--- src/rtl/uwp_pkg.sv ---
package uwp_pkg;

    localparam int WAYS    = 16;
    localparam int POS_W   = $clog2(WAYS);
    localparam int ALLOC_W = $clog2(WAYS + 1);

    typedef logic [POS_W-1:0]   pos_t;
    typedef logic [ALLOC_W-1:0] alloc_t;

    typedef struct packed {
        logic                   valid;
        logic                   core;
        logic [WAYS-1:0]        owner;
        logic [WAYS*POS_W-1:0]  rank;
    } miss_req_t;

    typedef struct packed {
        logic valid;
        pos_t way;
    } victim_t;

    // Ways granted to a core given core 0's share.
    function automatic alloc_t share_of(input logic core, input alloc_t a0);
        return core ? (alloc_t'(WAYS) - a0) : a0;
    endfunction

endpackage

--- src/rtl/uwp_hit_bank.sv ---
module uwp_hit_bank
    import uwp_pkg::*;
#(
    parameter int CNT_W = 16
) (
    input  logic                  clk,
    input  logic                  rst,
    input  logic                  hit_vld,
    input  pos_t                  hit_pos,
    input  logic                  halve,
    output logic [WAYS*CNT_W-1:0] cnt_flat
);

    logic [CNT_W-1:0] cnt_q [WAYS];

    for (genvar g = 0; g < WAYS; g++) begin : g_pos
        logic             bump;
        logic [CNT_W-1:0] nxt;

        assign bump = hit_vld && (hit_pos == pos_t'(g)) && (cnt_q[g] != {CNT_W{1'b1}});
        assign nxt  = cnt_q[g] + CNT_W'(bump);

        always_ff @(posedge clk) begin
            if (rst)        cnt_q[g] <= '0;
            else if (halve) cnt_q[g] <= nxt >> 1;
            else            cnt_q[g] <= nxt;
        end

        assign cnt_flat[g*CNT_W +: CNT_W] = cnt_q[g];

        // between repartitions a counter never loses hits
        assert_cnt_mono_R2: assert property (@(posedge clk) disable iff (rst)
            !halve |=> cnt_q[g] >= $past(cnt_q[g]));

        // aging never grows a counter
        assert_halve_shrinks_R6: assert property (@(posedge clk) disable iff (rst)
            halve |=> cnt_q[g] <= $past(cnt_q[g]));
    end

endmodule

--- src/rtl/uwp_split_search.sv ---
module uwp_split_search
    import uwp_pkg::*;
#(
    parameter int CNT_W    = 16,
    parameter int INTERVAL = 5_000_000
) (
    input  logic                  clk,
    input  logic                  rst,
    input  logic [WAYS*CNT_W-1:0] cnt0_flat,
    input  logic [WAYS*CNT_W-1:0] cnt1_flat,
    output alloc_t                alloc_q,
    output logic                  done_q,
    output logic                  halve
);

    localparam int IC_W  = $clog2(INTERVAL + 1);
    localparam int SUM_W = CNT_W + POS_W + 1;

    logic [IC_W-1:0]  ic_q;
    logic             busy_q;
    alloc_t           cand_q;
    logic [SUM_W-1:0] best_q;
    alloc_t           best_a_q;

    logic [SUM_W-1:0] sum0, sum1, total, pick_total;
    alloc_t           pick_a;
    logic             better, start, last;

    // Hits each core would get for the candidate split
    always_comb begin
        sum0 = '0;
        sum1 = '0;
        for (int i = 0; i < WAYS; i++) begin
            if (i < int'(cand_q))
                sum0 = sum0 + SUM_W'(cnt0_flat[i*CNT_W +: CNT_W]);
            if (i < WAYS - int'(cand_q))
                sum1 = sum1 + SUM_W'(cnt1_flat[i*CNT_W +: CNT_W]);
        end
        total = sum0 + sum1;
    end

    // Strictly greater keeps the smaller candidate on ties
    assign better     = (cand_q == alloc_t'(1)) || (total > best_q);
    assign pick_a     = better ? cand_q : best_a_q;
    assign pick_total = better ? total  : best_q;
    assign start      = (ic_q == IC_W'(INTERVAL - 1)) && !busy_q;
    assign last       = busy_q && (cand_q == alloc_t'(WAYS - 1));
    assign halve      = last;

    always_ff @(posedge clk) begin
        if (rst) begin
            ic_q     <= '0;
            busy_q   <= 1'b0;
            cand_q   <= alloc_t'(1);
            best_q   <= '0;
            best_a_q <= alloc_t'(1);
            alloc_q  <= alloc_t'(WAYS / 2);
            done_q   <= 1'b0;
        end else begin
            done_q <= 1'b0;
            if (ic_q == IC_W'(INTERVAL - 1)) ic_q <= '0;
            else                             ic_q <= ic_q + IC_W'(1);

            if (start) begin
                busy_q <= 1'b1;
                cand_q <= alloc_t'(1);
            end else if (busy_q) begin
                best_q   <= pick_total;
                best_a_q <= pick_a;
                if (last) begin
                    busy_q  <= 1'b0;
                    alloc_q <= pick_a;
                    done_q  <= 1'b1;
                end else begin
                    cand_q <= cand_q + alloc_t'(1);
                end
            end
        end
    end

    // every core keeps at least one way
    assert_alloc_range_R3: assert property (@(posedge clk) disable iff (rst)
        (alloc_q >= alloc_t'(1)) && (alloc_q <= alloc_t'(WAYS - 1)));

    // publication is a single-cycle pulse
    assert_done_pulse_R5: assert property (@(posedge clk) disable iff (rst)
        done_q |=> !done_q);

    // split only moves together with the pulse
    assert_alloc_hold_R5: assert property (@(posedge clk) disable iff (rst)
        !done_q |-> $stable(alloc_q));

endmodule

--- src/rtl/uwp_victim_select.sv ---
module uwp_victim_select
    import uwp_pkg::*;
(
    input  logic      clk,
    input  logic      rst,
    input  miss_req_t req,
    input  alloc_t    alloc0,
    output victim_t   vic_q
);

    alloc_t owned, limit;
    logic   tgt, found;
    pos_t   tgt_rank, tgt_way, any_rank, any_way, sel_way;

    always_comb begin
        owned = '0;
        for (int w = 0; w < WAYS; w++)
            if (req.owner[w] == req.core) owned = owned + alloc_t'(1);
        limit = share_of(req.core, alloc0);
        tgt   = (owned < limit) ? ~req.core : req.core;

        found    = 1'b0;
        tgt_rank = '0;
        tgt_way  = '0;
        any_rank = '0;
        any_way  = '0;
        for (int w = 0; w < WAYS; w++) begin
            if (req.owner[w] == tgt &&
                (!found || req.rank[w*POS_W +: POS_W] > tgt_rank)) begin
                found    = 1'b1;
                tgt_rank = req.rank[w*POS_W +: POS_W];
                tgt_way  = pos_t'(w);
            end
            if (w == 0 || req.rank[w*POS_W +: POS_W] > any_rank) begin
                any_rank = req.rank[w*POS_W +: POS_W];
                any_way  = pos_t'(w);
            end
        end
        sel_way = found ? tgt_way : any_way;
    end

    always_ff @(posedge clk) begin
        if (rst) begin
            vic_q <= '0;
        end else begin
            vic_q.valid <= req.valid;
            if (req.valid) vic_q.way <= sel_way;
        end
    end

    // a result follows each request by exactly one cycle
    assert_victim_follow_R9: assert property (@(posedge clk) disable iff (rst)
        req.valid |=> vic_q.valid);

    assert_victim_idle_R9: assert property (@(posedge clk) disable iff (rst)
        !req.valid |=> !vic_q.valid);

endmodule

--- src/rtl/util_way_partitioner.sv ---
module util_way_partitioner
    import uwp_pkg::*;
#(
    parameter int CNT_W    = 16,
    parameter int INTERVAL = 5_000_000
) (
    input  logic        clk,
    input  logic        rst,
    input  logic        hit0_vld,
    input  logic [3:0]  hit0_pos,
    input  logic        hit1_vld,
    input  logic [3:0]  hit1_pos,
    input  logic        miss_vld,
    input  logic        miss_core,
    input  logic [15:0] miss_owner,
    input  logic [63:0] miss_rank,
    output logic [4:0]  alloc0,
    output logic        split_done,
    output logic        victim_vld,
    output logic [3:0]  victim_way
);

    logic [WAYS*CNT_W-1:0] cnt0_flat, cnt1_flat;
    logic                  halve;
    alloc_t                alloc_q;
    miss_req_t             req;
    victim_t               vic;

    uwp_hit_bank #(.CNT_W(CNT_W)) bank0_i (
        .clk(clk), .rst(rst), .hit_vld(hit0_vld), .hit_pos(hit0_pos),
        .halve(halve), .cnt_flat(cnt0_flat));

    uwp_hit_bank #(.CNT_W(CNT_W)) bank1_i (
        .clk(clk), .rst(rst), .hit_vld(hit1_vld), .hit_pos(hit1_pos),
        .halve(halve), .cnt_flat(cnt1_flat));

    uwp_split_search #(.CNT_W(CNT_W), .INTERVAL(INTERVAL)) search_i (
        .clk(clk), .rst(rst), .cnt0_flat(cnt0_flat), .cnt1_flat(cnt1_flat),
        .alloc_q(alloc_q), .done_q(split_done), .halve(halve));

    assign req.valid = miss_vld;
    assign req.core  = miss_core;
    assign req.owner = miss_owner;
    assign req.rank  = miss_rank;

    uwp_victim_select victim_i (
        .clk(clk), .rst(rst), .req(req), .alloc0(alloc_q), .vic_q(vic));

    assign alloc0     = alloc_q;
    assign victim_vld = vic.valid;
    assign victim_way = vic.way;

endmodule

--- config.mk ---
export PLATFORM = sky130hd
export DESIGN_NAME = util_way_partitioner
export DESIGN_NICKNAME = d
export VERILOG_FILES = /design/src/rtl/uwp_pkg.sv /design/src/rtl/uwp_hit_bank.sv /design/src/rtl/uwp_split_search.sv /design/src/rtl/uwp_victim_select.sv /design/src/rtl/util_way_partitioner.sv
export SDC_FILE = /design/constraint.sdc
export NUM_CORES = 2
export LEC_CHECK = 0
export BUFFER_PORTS_ARGS = -buffer_cell sky130_fd_sc_hd__clkbuf_2
export CAP_MARGIN = 30
export CORE_ASPECT_RATIO = 1.25
export CORE_MARGIN = 1.5
export CORE_UTILIZATION = 27
export CTS_BUF_LIST = sky130_fd_sc_hd__clkbuf_4
export DETAILED_ROUTE_END_ITERATION = 6
export GPL_TIMING_DRIVEN = 0
export HOLD_SLACK_MARGIN = 0.06
export PLACE_DENSITY = 0.41
export SYNTH_ARGS = -nofsm -noshare
export SYNTH_HDL_FRONTEND = slang
export SYNTH_SLANG_ARGS = --single-unit
--- constraint.sdc ---
create_clock -name clk -period 55.6 [get_ports clk]
set_clock_uncertainty 0.15 [all_clocks]
set_input_delay 13.9 -clock clk [delete_from_list [all_inputs] [get_ports clk]]
set_output_delay 13.9 -clock clk [all_outputs]
set_load 0.005 [all_outputs]
After elaboration in Yosys (flattened, before gate mapping)
Memories as Yosys holds them, arrays and structs flattened.
Cells that the tools add are included.
{ "op_classes": {"n_addsub": 82, "n_lt_le_gt_ge": 64, "n_eq_ne": 97, "muxes": 201, "bitwise": 68, "reduce_logical": 122} }
{ "op_table": {"columns": ["operator", "count"], "rows": [
  ["2-to-1 mux 16 bit", 66],
  ["2-to-1 mux 21 bit", 30],
  ["adder 21 x 16 -> 21 bit", 28],
  ["adder 16 x 1 -> 16 bit", 32],
  ["!= test 16 bit, second input constant", 32],
  ["< comparator 5 x 32 -> 1 bit, first input constant", 8],
  ["2-to-1 mux 4 bit", 46],
  ["< comparator 4 x 32 -> 1 bit, first input constant", 4],
  ["> comparator 4 bit", 30],
  ["2-to-1 mux 5 bit", 17],
  ["logical AND 1 bit", 81],
  ["adder 5 x 1 -> 5 bit, second input constant", 15],
  ["equality test 4 bit, second input constant", 16],
  ["< comparator 3 x 32 -> 1 bit, first input constant", 2],
  ["bitwise OR 1 bit", 64],
  ["< comparator 4 x 5 -> 1 bit, first input constant", 8],
  ["adder 16 x 16 -> 17 bit", 2],
  ["equality test 1 bit", 32],
  ["equality test 4 x 3 -> 1 bit, second input constant", 8],
  ["< comparator 1 x 32 -> 1 bit, first input constant", 1],
  ["< comparator 2 x 32 -> 1 bit, first input constant", 1],
  ["2-to-1 mux 1 bit", 30],
  ["2-to-1 mux 3 bit", 8],
  ["adder 23 x 1 -> 23 bit, second input constant", 1],
  ["23 further kinds", 72]
]} }
{ "word_totals": {"register_bits": 66, "ram_bits": 512, "inputBits": 94, "out_inout_bits": 11, "memories": 2} }
{ "memory_table": {"columns": ["memory", "depth", "word_bits", "read_ports", "rd_clocked_by_memory_dff", "wr", "line_no", "text"], "rows": [
  ["bank0_i.cnt_q", 16, 16, 16, 0, 16, "uwp_hit_bank.sv:14", "logic [CNT_W-1:0] cnt_q [WAYS];"],
  ["bank1_i.cnt_q", 16, 16, 16, 0, 16, "uwp_hit_bank.sv:14", null]
]} }

Depth between registers and ports, before layout
{ "logic_depth": {"word_depth": 97, "ltp_mapped": 188} }

Hierarchy
Synthesis repeated with hierarchy kept, for this count alone.
{ "unflattened": {"cells_unflattened": 9421, "area_unflattened_um2": 75482.4} }
{ "by_module_without_submodules": {"columns": ["module", "n_inst", "cells_each", "area_each_um2", "seq_area_each_um2"], "rows": [
  ["uwp_split_search", 1, 4826, 33799.9, 1221.2],
  ["uwp_hit_bank at bank0_i", 1, 1750, 16804.9, 7687.4],
  ["uwp_hit_bank at bank1_i", 1, 1719, 16614.7, 7687.4],
  ["uwp_victim_select", 1, 1126, 8262.9, 100.1]
]} }

Least setup slack after synthesis
OpenSTA, ideal clock, no wires.
{ "synth_timing": {"path_type": "in2reg", "from": "in miss_core", "to": "reg victim_i.vic_q[3] (netlist name)", "setup_time_ns": 0.132, "arrival_time_ns": 46.035, "slack_ns": 9.283, "stages": 177, "cell_sequence": "buf_6 buf_2 xor2_1 inv_1 ha_1 xnor2_1 ha_1 nand2_1 o31ai_1 xnor2_1 a21oi_1 ha_1 nand2_1 o31a_1 xnor2_1 mux2_2 ha_1 xnor2_1 [... 141 more ...] a41o_1 o21ai_0 nand3_1 nand2_1 mux2_2 ha_1 nor2b_1 o21ai_0 nand2b_1 a21oi_1 a41o_1 o21ai_0 nand3_1 o31ai_1 nor2_1 nand2_1 o311ai_0 a21oi_1"} }
{ "synth_via": {"elab_chain_len": 97, "word_cells_on_any_way": 167, "cone_classes": "add/sub: 15; order compare: 16; eq/ne: 32; mux: 58; bitwise: 1; reduce/logical: 45"} }
{ "synth_rtl": {"columns": ["item", "line_no", "text"], "rows": [
  ["start: declaration", "util_way_partitioner.sv:14", "input logic miss_core,"],
  ["equality test 1 bit", "uwp_victim_select.sv:18", "if (req.owner[w] == req.core) owned = owned + alloc_t'(1);"],
  ["2-to-1 mux 1 bit", "uwp_victim_select.sv:18", null],
  ["adder 1 x 1 -> 2 bit", "uwp_victim_select.sv:18", null],
  ["2-to-1 mux 5 bit", "uwp_victim_select.sv:18", null],
  ["adder 5 x 1 -> 5 bit", "uwp_victim_select.sv:18", null],
  ["2-to-1 mux 5 bit", "uwp_victim_select.sv:18", null],
  ["adder 5 x 1 -> 5 bit", "uwp_victim_select.sv:18", null],
  ["2-to-1 mux 5 bit", "uwp_victim_select.sv:18", null],
  ["[... 81 more ...]", null, null],
  ["logical OR 1 bit", "uwp_victim_select.sv:29", "(!found || req.rank[w*POS_W +: POS_W] > tgt_rank)) begin"],
  ["logical AND 1 bit", "uwp_victim_select.sv:28", "if (req.owner[w] == tgt &&"],
  ["2-to-1 mux 4 bit / 2-to-1 mux 1 bit (equally long branches)", "uwp_victim_select.sv:28", null],
  ["> comparator 4 bit / logical NOT 1 bit (equally long branches)", "uwp_victim_select.sv:29", null],
  ["logical OR 1 bit", "uwp_victim_select.sv:29", null],
  ["logical AND 1 bit", "uwp_victim_select.sv:28", null],
  ["2-to-1 mux 4 bit / 2-to-1 mux 1 bit (equally long branches)", "uwp_victim_select.sv:28", null],
  ["2-to-1 mux 4 bit *", "uwp_victim_select.sv:39", "sel_way = found ? tgt_way : any_way;"],
  ["end: declaration", "uwp_victim_select.sv:8", "output victim_t vic_q"]
]} }
Mark *: on every way between the ends. The rest lies on a longest branch, timed or not.
A chain may end at the register's enable or synchronous reset.

Worst setup path after layout
Ends and elaborated chain as after synthesis.

==> metrics.md <==
| Metric | Value |
|---|---|
| Min Tclk post-route | `roughly 50 ns` |
| Met1 usage | `0.256` |
| Largest family of logic cells by synthesized area | `simple AND/OR/NAND/NOR gates` |
| Reg area | `~17000 um2` |
| HP Class | `register to register` |
| Critical Path Start Type | `input pin` |
| Worst R2R End | `victim_i.vic_q[3]` |
| Max cap viols | `0` |
| Maximum root-to-sink buffer count | `4` |
| RD Place Congestion | `0.895` |
| Layout cells sized above 1 | `0.0904` |
| Worst EP required | `~57 ns` |
| CP peak stage delay | `0.58 ns` |
| Avg WL per Cell | `~22 um` |
| CTS buffer count | `199` |
| Postcts setup bufs | `0` |
| Commonest non-fill, non-tap cell in the layout | `nor2_1` |
| Synth Area in XOR/XNOR | `0.119` |
| Initial antenna violation count | `23` |
| Sequential-to-total area share from yosys stat | `0.232` |
| Grt total ovfl | `0` |
| Post-synth top area share | `0.214` |
| First-pass GRT wire length | `between 400000 and 500000 um` |
| Total track usage | `0.213` |
| Num ports | `~110` |
| Largest net degree at the start of global routing | `17` |
| CP most frequent cell | `ha_1` |
| # rows | `approximately 210` |
| Routed via count | `69.6k` |
| Met2 GRT Util | `0.379` |
| GR Util met3 | `0.0227` |
| Min-delay src | `search_i.best_q[8]` |
| CTS Sinks | `578` |
| Iter 0 DRT Violations | `approximately 4.2k` |
| Actual slew at the worst max-slew pin | `1.08 ns` |
| Synth area leaders | `edfxtp_1 (21%), ha_1 (13%), xnor2_1 (8.0%), nor2_1 (5.7%), nand2_1 (4.3%)` |
| RSZ-0062 raised after global routing | `false` |
| Die Ht | `roughly 580 um` |
| CP Capture Type | `register` |
| Number of routed nets with antenna violations | `0` |
| DR pass1 iterations | `6` |
| Die footprint | `~270000 um2` |
| Relative slew slack | `0.277` |
| Total negative slack | `0 ns` |
| Crit-path max FO | `10` |
| Post-synth cell types | `between 100 and 150` |
| Area of the multi-input gates | `approximately 54000 um2` |
| H-tree levels | `4` |
| Post-synthesis instance total | `roughly 9k` |
| Synth Area in Simple Gates | `0.217` |
| Asr flop ratio synth | `0` |
| Reg2Reg Depth | `roughly 140` |
| Final Hold Violating Endpoints | `0` |
| Syn. warnings | `0` |
| EDFF count, synth | `~500` |
| Buffers on Ports | `90` |
| Number of global-route vias before repair | `slightly below 70k` |
| Root Driver | `clkbuf_4` |
| Avg Synthesized Cell Area | `8.02 um2` |
| Post-CTS Resized | `0` |
| Worst-skew pair later-pin latency | `roughly 1.3 ns` |
| Via density | `about 5.1` |
| Layout area overhead | `14.5%` |
| Seq cells post-synth | `578` |
| Initial Util | `0.272` |
| Detailed Route WL | `295000 um` |
| Synth Flop Type | `edfxtp_1` |
| # setup viols final | `0` |
| DR DRC count | `0` |
| Nets@finish | `about 11k` |
| Compound-cell area share of the yosys netlist | `0.210` |
| Adder-cell area share of the yosys netlist | `0.135` |
| Mux cell area share after synthesis | `0.0475` |
| Clock slew seen by the registers of the worst setup and hold paths | `roughly 0.060 ns` |
| Status | `completed` |
| Post-CTS Hold Buffers | `0` |
| Slowest-stage cell, CP | `o2bb2ai_1` |
| Core area | `~260000 um2` |
| Worst Hold Path Cells | `2` |
| Top cell type by total area after synthesis | `edfxtp_1` |
| Die width | `465 um` |
| DP HPWL | `about 240000 um` |
| Final Cycle Share | `0.915` |
| Synth Cell Area | `71900 um2` |
| FF-to-FF setup slack | `around 24 ns` |
| Gr busiest metal | `met2` |
| Layout fillers | `about 29k` |
| Max Slew Vio Count | `0` |
| Crit Path Category | `input pin to register` |
| CTS tree | `done` |
| Crit Reg-Reg Startpoint | `search_i.alloc_q[0]` |
| Max Freq | `between 15 and 20 MHz` |
| Hold EP | `search_i.best_q[8]` |
| Most frequent cells in the layout | `nor2_1 (1088), nand2_1 (828), ha_1 (720)` |
| CP Data Arrival Time | `51.83 ns` |
stage by stage:
| step | util | hold slack (ns) | setup WS [ns] | instances | instance area [um2] |
|---|---|---|---|---|---|
| finish | 0.311 | 0.307 | 4.71 | 13500 | 82400 |
| global route | 0.311 | 0.327 | 0.898 | 13500 | 82400 |
| CTS | 0.311 | 0.306 | 4.55 | 13500 | 82300 |
| detailed placement | 0.302 | 0.297 | 3.27 | 13200 | 79800 |
| global placement | 0.297 | 0.292 | 3.80 | 13100 | 78700 |
| floorplan | - | 0.276 | 9.28 | 9480 | 73800 |
cells in the mapped netlist (all sizes together), types with 108 or more instances:
cell and instances:
o21ai 424, o21a 128, and3 136, inv 437, clkbuf 294, a211oi 361
nor2b 124, nand4 108, xnor2 661, mux2 235, nor2 1092, edfxtp 512
xor2 281, nand3 353, ha 720, nor3 242, a21oi 536, a21o 131
nand2 828
sequential cells by signal, indices dropped and copies added (netlist names):
register           count
search_i.best_a_q      5
search_i.cand_q        5
search_i.best_q       21
search_i.ic_q         23
search_i.busy_q        1
bank0_i.cnt_q        256
search_i.done_q        1
bank1_i.cnt_q        256
victim_i.vic_q         5
search_i.alloc_q       5
per-layer routing:
layer  share of wire  up-vias
li1                -    34100
met1            0.42    33400
met2            0.49     1502
met3           0.039      520
met4           0.047        8
met5         0.00016        -
logic make-up (layout without fill, tap and decap cells):
group / Yosys count / count (layout)
buf+inv: 765 / 1275
flops: 578 / 578
compound gates: 2271 / 2271
mux: 309 / 309
other cells: 1 / 525
simple gates: 3335 / 3335
xor+xnor: 951 / 951
fa+ha+maj: 759 / 759
how the worst max path moves through the flow:
stage | start | end | slack (ns) | cells after the start
5_1_grt | miss_core | victim_i.vic_q[3] | 0.90 | 178
3_5_place_dp | miss_core | victim_i.vic_q[3] | 3.27 | 177
3_3_place_gp | miss_core | victim_i.vic_q[3] | 3.80 | 178
2_1_floorplan | miss_core | victim_i.vic_q[3] | 9.28 | 177
4_1_cts | miss_core | victim_i.vic_q[3] | 4.55 | 177
6_report | miss_core | victim_i.vic_q[3] | 4.71 | 177
cell type report:
class	instances	share of cell area
multi-input cells	8137	0.659
well taps	3514	0.0534
inverters	438	0.0200
plain buffers	327	0.0157
repair buffers	162	0.0186
diodes	13	0.000395
clock buffers	291	0.0265
clock inverters	57	0.00383
flip-flops and latches	578	0.203
critical path, delay by kind of cell:
kind	cells	cell delay, ns
fa+ha+maj	27	7.98
simple gates	38	5.62
buf+inv	15	2.67
compound gates	75	15.07
mux	14	4.61
xor+xnor	8	1.92
Power is left out: the tool's default activity adds up to more than one toggle a clock period on the data nets, which glitch-free logic cannot reach.
